`config.mk`:
```
export PLATFORM = sky130hd
export DESIGN_NAME = adc_chain_reader
export DESIGN_NICKNAME = d
export VERILOG_FILES = /design/src/rtl/adc_rd_pkg.sv /design/src/rtl/adc_rd_clkgen.sv /design/src/rtl/adc_rd_timer.sv /design/src/rtl/adc_rd_deser.sv /design/src/rtl/adc_chain_reader.sv
export SDC_FILE = /design/constraint.sdc
export NUM_CORES = 1
export LEC_CHECK = 0
export BUFFER_PORTS_ARGS = -buffer_cell sky130_fd_sc_hd__buf_2
export CAP_MARGIN = 20
export CORE_MARGIN = 2
export CORE_UTILIZATION = 57
export DETAILED_ROUTE_END_ITERATION = 8
export GPL_TIMING_DRIVEN = 0
export PLACE_DENSITY_LB_ADDON = 0.3
export SLEW_MARGIN = 15
export SYNTH_ARGS = -nofsm -noshare
export SYNTH_HDL_FRONTEND = slang
export SYNTH_SLANG_ARGS = --single-unit
```
`constraint.sdc`:
```
create_clock -name clk -period 2.4 [get_ports clk]
set_clock_uncertainty 0.15 [all_clocks]
set_input_delay 0.36 -clock clk [delete_from_list [all_inputs] [get_ports clk]]
set_output_delay 0.36 -clock clk [all_outputs]
set_load 0.02 [all_outputs]
```
`src/rtl/adc_rd_pkg.sv`:
```
package adc_rd_pkg;
  typedef enum logic [2:0] {
    ST_IDLE,
    ST_ARM,
    ST_PULSE,
    ST_WAIT_LO,
    ST_WAIT_HI,
    ST_READ,
    ST_DONE
  } rd_state_e;
endpackage

```
`src/rtl/adc_rd_clkgen.sv`:
```
// Divided data clock; flags the cycle in which the clock falls.
module adc_rd_clkgen #(
  parameter int HALF_DIV = 2
) (
  input  logic clk,
  input  logic rst,
  input  logic run,
  output logic dclk_o,
  output logic fall_tick_o
);
  localparam int CW = (HALF_DIV > 1) ? $clog2(HALF_DIV) : 1;
  localparam logic [CW-1:0] LAST = CW'(HALF_DIV - 1);

  logic [CW-1:0] cnt_q;
  logic          dclk_q;
  logic          wrap;

  assign wrap = (cnt_q == LAST);

  always_ff @(posedge clk) begin
    if (rst || !run) begin
      cnt_q  <= '0;
      dclk_q <= 1'b0;
    end else if (wrap) begin
      cnt_q  <= '0;
      dclk_q <= ~dclk_q;
    end else begin
      cnt_q  <= cnt_q + 1'b1;
    end
  end

  assign dclk_o      = dclk_q;
  assign fall_tick_o = run && wrap && dclk_q;
endmodule

```
`src/rtl/adc_rd_timer.sv`:
```
// Cycle counter that flags the LIMIT-th enabled cycle.
module adc_rd_timer #(
  parameter int LIMIT = 400
) (
  input  logic clk,
  input  logic rst,
  input  logic clear,
  input  logic en,
  output logic expired_o
);
  localparam int CW = $clog2(LIMIT + 1);

  logic [CW-1:0] cnt_q;

  always_ff @(posedge clk) begin
    if (rst || clear) cnt_q <= '0;
    else if (en && !expired_o) cnt_q <= cnt_q + 1'b1;
  end

  assign expired_o = en && (cnt_q == CW'(LIMIT - 1));
endmodule

```
`src/rtl/adc_rd_deser.sv`:
```
// Frame assembler: waits for sync, drops the null slot between words.
module adc_rd_deser #(
  parameter int DATA_W    = 16,
  parameter int DEPTH     = 2,
  parameter int SYNC_WAIT = 4
) (
  input  logic                      clk,
  input  logic                      rst,
  input  logic                      clear,
  input  logic                      tick,
  input  logic                      sdata_i,
  input  logic                      sync_i,
  output logic [DATA_W*DEPTH-1:0]   words_o,
  output logic                      done_o,
  output logic                      nosync_o
);
  localparam int TOTAL = DATA_W * DEPTH;
  localparam int FRAME = TOTAL + DEPTH - 1;
  localparam int KW    = $clog2(FRAME + 1);
  localparam int SLW   = $clog2(DATA_W + 1);
  localparam int SW    = $clog2(SYNC_WAIT + 1);

  logic             synced_q;
  logic [KW-1:0]    k_q;
  logic [SLW-1:0]   slot_q;
  logic [SW-1:0]    wait_q;
  logic [TOTAL-1:0] sh_q;
  logic             null_slot;

  assign null_slot = (slot_q == SLW'(DATA_W));

  always_ff @(posedge clk) begin
    if (rst) sh_q <= '0;
    else if (tick && synced_q && !null_slot) sh_q <= {sh_q[TOTAL-2:0], sdata_i};
  end

  always_ff @(posedge clk) begin
    if (rst || clear) begin
      synced_q <= 1'b0;
      k_q      <= '0;
      slot_q   <= '0;
      wait_q   <= '0;
    end else if (tick) begin
      if (!synced_q) begin
        if (sync_i) synced_q <= 1'b1;
        else        wait_q   <= wait_q + 1'b1;
      end else begin
        k_q    <= k_q + 1'b1;
        slot_q <= null_slot ? '0 : slot_q + 1'b1;
      end
    end
  end

  assign done_o   = tick && synced_q && (k_q == KW'(FRAME - 1));
  assign nosync_o = tick && !synced_q && !sync_i && (wait_q == SW'(SYNC_WAIT - 1));

  // First device shifted in first, so it sits in the upper part of sh_q.
  for (genvar d = 0; d < DEPTH; d++) begin : g_map
    assign words_o[d*DATA_W +: DATA_W] = sh_q[(DEPTH-1-d)*DATA_W +: DATA_W];
  end
endmodule

```
`src/rtl/adc_chain_reader.sv`:
```
module adc_chain_reader
  import adc_rd_pkg::*;
#(
  parameter int DATA_W    = 16,
  parameter int DEPTH     = 2,
  parameter int HALF_DIV  = 2,
  parameter int PULSE_CYC = 4,
  parameter int BUSY_TO   = 400,
  parameter int SYNC_WAIT = 4
) (
  input  logic                    clk,
  input  logic                    rst,
  input  logic                    start_i,
  input  logic                    busy_n_i,
  input  logic                    sdata_i,
  input  logic                    sync_i,
  output logic                    cs_n_o,
  output logic                    rc_o,
  output logic                    dclk_o,
  output logic [DATA_W*DEPTH-1:0] words_o,
  output logic                    valid_o,
  output logic                    err_o
);
  localparam int WORDS_W = DATA_W * DEPTH;
  localparam int PW      = $clog2(PULSE_CYC + 1);

  rd_state_e          st_q, st_d;
  logic [PW-1:0]      pcnt_q;
  logic               in_wait, run, fall_tick, tmo, done, nosync, err_set;
  logic [WORDS_W-1:0] deser_words;
  logic               cs_n_q, rc_q, valid_q, err_q;
  logic [WORDS_W-1:0] words_q;

  assign in_wait = (st_q == ST_WAIT_LO) || (st_q == ST_WAIT_HI);
  assign run     = (st_q == ST_READ);

  adc_rd_clkgen #(.HALF_DIV(HALF_DIV)) u_clkgen (
    .clk(clk), .rst(rst), .run(run), .dclk_o(dclk_o), .fall_tick_o(fall_tick)
  );

  adc_rd_timer #(.LIMIT(BUSY_TO)) u_timer (
    .clk(clk), .rst(rst), .clear(!in_wait), .en(in_wait), .expired_o(tmo)
  );

  adc_rd_deser #(.DATA_W(DATA_W), .DEPTH(DEPTH), .SYNC_WAIT(SYNC_WAIT)) u_deser (
    .clk(clk), .rst(rst), .clear(!run), .tick(fall_tick),
    .sdata_i(sdata_i), .sync_i(sync_i),
    .words_o(deser_words), .done_o(done), .nosync_o(nosync)
  );

  always_comb begin
    st_d = st_q;
    unique case (st_q)
      ST_IDLE:    if (start_i) st_d = ST_ARM;
      ST_ARM:     st_d = ST_PULSE;
      ST_PULSE:   if (pcnt_q == PW'(PULSE_CYC - 1)) st_d = ST_WAIT_LO;
      ST_WAIT_LO: if (tmo) st_d = ST_IDLE; else if (!busy_n_i) st_d = ST_WAIT_HI;
      ST_WAIT_HI: if (tmo) st_d = ST_IDLE; else if (busy_n_i) st_d = ST_READ;
      ST_READ:    if (done) st_d = ST_DONE; else if (nosync) st_d = ST_IDLE;
      ST_DONE:    st_d = ST_IDLE;
      default:    st_d = ST_IDLE;
    endcase
  end

  assign err_set = (in_wait && tmo) || (run && nosync);

  always_ff @(posedge clk) begin
    if (rst) begin
      st_q    <= ST_IDLE;
      pcnt_q  <= '0;
      cs_n_q  <= 1'b1;
      rc_q    <= 1'b1;
      valid_q <= 1'b0;
      err_q   <= 1'b0;
      words_q <= '0;
    end else begin
      st_q    <= st_d;
      pcnt_q  <= (st_q == ST_PULSE) ? pcnt_q + 1'b1 : '0;
      rc_q    <= !((st_d == ST_ARM) || (st_d == ST_PULSE));
      cs_n_q  <= !((st_d == ST_PULSE) || (st_d == ST_READ));
      valid_q <= (st_q == ST_DONE);
      err_q   <= err_set;
      if (st_q == ST_DONE) words_q <= deser_words;
    end
  end

  assign cs_n_o  = cs_n_q;
  assign rc_o    = rc_q;
  assign valid_o = valid_q;
  assign err_o   = err_q;
  assign words_o = words_q;
endmodule

```
==> summary.txt <==
Synthesis
  – Post-Syn Area: 0.00393 sq mm
  – Synth Area in XOR/XNOR: 3.57%
  – Area contributors post-synth: dfxtp_1 51%, nand2_1 13%, a21oi_1 8.8%
  – Mux contribution to synthesized area: 1.27%
  – Seq/Total Area, Yosys: 51.0%
  – Distinct cells, synth: 47
  – Share of the synthesized area in the top cell type: 51.0%
  – Simple-Gate Fraction of Synth Area: 25.6%
  – Primary FF master, synth: dfxtp_1
  – Synthesized-area fraction occupied by adder cells: 2.87%
  – Synth async-reset ratio: 0%
  – Syn_area_per_cell: 8.39 sq um
  – Main combinational cell family by area after synthesis: simple AND/OR/NAND/NOR gates
  – Yosys reg bits: 100
  – Post-Syn Nets: 483
  – Yosys warnings: 0
  – Post-synth EDFFs: 0
  – Largest area contributor in the netlist: dfxtp_1
  – Synth Area in Compound Gates: 11.8%
  – Cells after synthesis: 468

Power
  – PD cells: 657 mW/mm^2
  – Leak: 0.00163 uW
  – Worst vdd ir: 0.000286 V

Floorplanning
  – Initial core utilization: 58.5%
  – Chip Width: 87.0 um
  – Die Ht: 87.0 um
  – Die area: 0.00757 sq mm
  – Ports: 43
  – FP Rows: 30
  – Core footprint: 0.00672 sq mm

Layout
  – Fillers: 556
  – Register Area: 0.00200 sq mm
  – Post-route insts no fill: 606
  – Design area: 0.00444 sq mm
  – Multi-input gate area: 0.00177 sq mm
  – # diodes: 0
  – Post-layout util: 66.0%
  – Syn-to-layout area delta: 12.9%
  – Most frequent cells in the layout: 134 x nand2_1, 100 x dfxtp_1, 69 x a21oi_1, 49 x buf_2, 36 x nor2_1
  – Ratio of cells with drive above 1 in the final layout: 15.4%
  – Most common cell after layout, fill and taps aside: nand2_1
  – Final nets: 536

Setup path
  – Crit end category: flop
  – Crit Path Max Fanout: 3
  – Critical Path RT: 2.54 ns
  – Critical path data arrival time: 2.27 ns
  – Crit Path Category: reg -> reg
  – Startpoint Class: flop

STA
  – RSZ-0062 raised after global routing: false
  – Fmax: 470 MHz
  – Finish-stage setup viols: 0
  – Worst-Margin Slew: 0.513 ns
  – Post-Route Setup TNS: 0 ns
  – Headroom to the max-slew limit: 65.4%
  – Max-slew violations: 0
  – Fin crit period: 2.13 ns
  – Crit share post-route: 88.7%
  – Final Hold Viols: 0

Detailed routing
  – Via count: 3162
  – DR vias/cell: 5.22
  – Routed WL: 7.37 mm
  – Antenna Nets Post-Route: 0
  – Wire per inst: 12.2 um
  – DR DRC count: 0
  – DR pass1 iterations: 5
  – Initial DRC count: 126

Placed design
  – Post-DP HPWL: 5.27 mm
  – Placed cell count: 590
  – Routability cong.: 0.844
  – IO Port Bufs: 42
  – Post-DP Area: 0.00424 sq mm

Clocking
  – CTS tree: yes
  – Root Buffer: clkbuf_8
  – Clock Sinks: 100
  – Number of H-tree levels: 3
  – TritonCTS buffer count: 9
  – CTS max path bufs: 2
  – Hold-fix buffer count after cts: 0
  – Clk_lat worst skew: 0.37 ns
  – Resized cells post-CTS: 0
  – # Post-CTS Setup Buffers: 0
  – Clock slew at reported path FFs: 0.09 ns

GRT
  – GRT Util Overall: 20.9%
  – Initial antenna violation count: 0
  – Vias in the first global route: 2770
  – Global route overflow: 0
  – First-pass GRT wire length: 12.4 mm
  – Maximum number of pins on one net before global-route repair: 18

Run status
  – Status: completed

Job
  – Max_cap viols: 0

Worst hold path
  – Hold WC Path Type: in -> reg
==> synthesized netlist by cell type, types with 3 or more instances <==
library cell,n
nand2_1,134
ha_1,9
mux2i_1,5
buf_2,7
xor2_1,6
and3_1,5
a31oi_1,3
nor2_1,36
inv_1,9
xnor2_1,10
a21oi_1,69
clkbuf_1,19
nor3_1,6
dfxtp_1,100
nand4_1,5
nand3_1,9
==> path summary, 6_finish.rpt <==
check	slack [ns]	to	depth (start not counted)	start
hold reg to reg	0.28	pcnt_q[0]	1	pcnt_q[0]
setup / recovery	0.27	cs_n_o	7	u_deser.wait_q[0]
setup reg to reg	0.27	cs_n_o	7	u_deser.wait_q[0]
hold / removal	0.1	u_deser.sh_q[0]	3	sdata_i
==> cells by family (layout without fill, tap and decap cells) <==
group | after synthesis | after routing
multiplexers | 5 | 5
AO/OA/AOI/OAI | 82 | 82
buffers and inverters | 37 | 95
AND/OR/NAND/NOR | 219 | 219
XOR/XNOR | 16 | 16
adder cells (fa/ha/maj) | 9 | 9
flip-flops | 100 | 100
==> worst max-delay path: stages (launching register included) <==
cell and delay (ns):
dfxtp_1 0.36, ha_1 0.16, ha_1 0.18, inv_1 0.05
o41ai_1 0.49, o32ai_1 0.21, a21oi_4 0.21, mux2i_1 0.23
==> stage by stage <==
stage                     setup WS, ns  power (uW)  hold WS, ns
after global routing            0.0812        3040        0.101
after CTS                        0.259        2940       0.0828
final                            0.270        2920       0.0954
after floorplan                  0.626        1840        0.248
after detailed placement         0.302        1880        0.265
after global placement           0.372        1880        0.259
==> sequential cells by signal (all words and copies together), names as in the netlist, 3 cells and up <==
name            count
u_deser.wait_q      3
st_q                3
u_deser.k_q         6
pcnt_q              3
words_o            32
u_timer.cnt_q       9
u_deser.sh_q       32
u_deser.slot_q      5
==> power by group <==
part / internal [uW] / switching (uW)
combinational: 59.6 / 100
clock: 489 / 584
sequential: 1680 / 6.72
==> per-layer routing <==
metal / up-vias / track usage (%) / part of all wire [%] / wire [um]
li1: 1655 / - / - / -
met1: 1412 / 27.8 / 47 / 3470
met2: 78 / 32.5 / 46 / 3390
met3: 17 / 3.32 / 4.0 / 298
met4: 0 / 11.5 / 2.8 / 203
met5: - / 0 / 0 / 0
==> cell type report <==
| class | count | area share, % |
|---|---|---|
| repair buffers | 42 | 4.74 |
| clock buffers | 10 | 2.88 |
| inverters | 9 | 0.762 |
| clock inverters | 6 | 1.58 |
| well taps | 80 | 2.26 |
| flip-flops and latches | 100 | 45.1 |
| plain buffers | 28 | 2.74 |
| multi-input cells | 331 | 39.9 |
(Power assumes the default switching activity.)
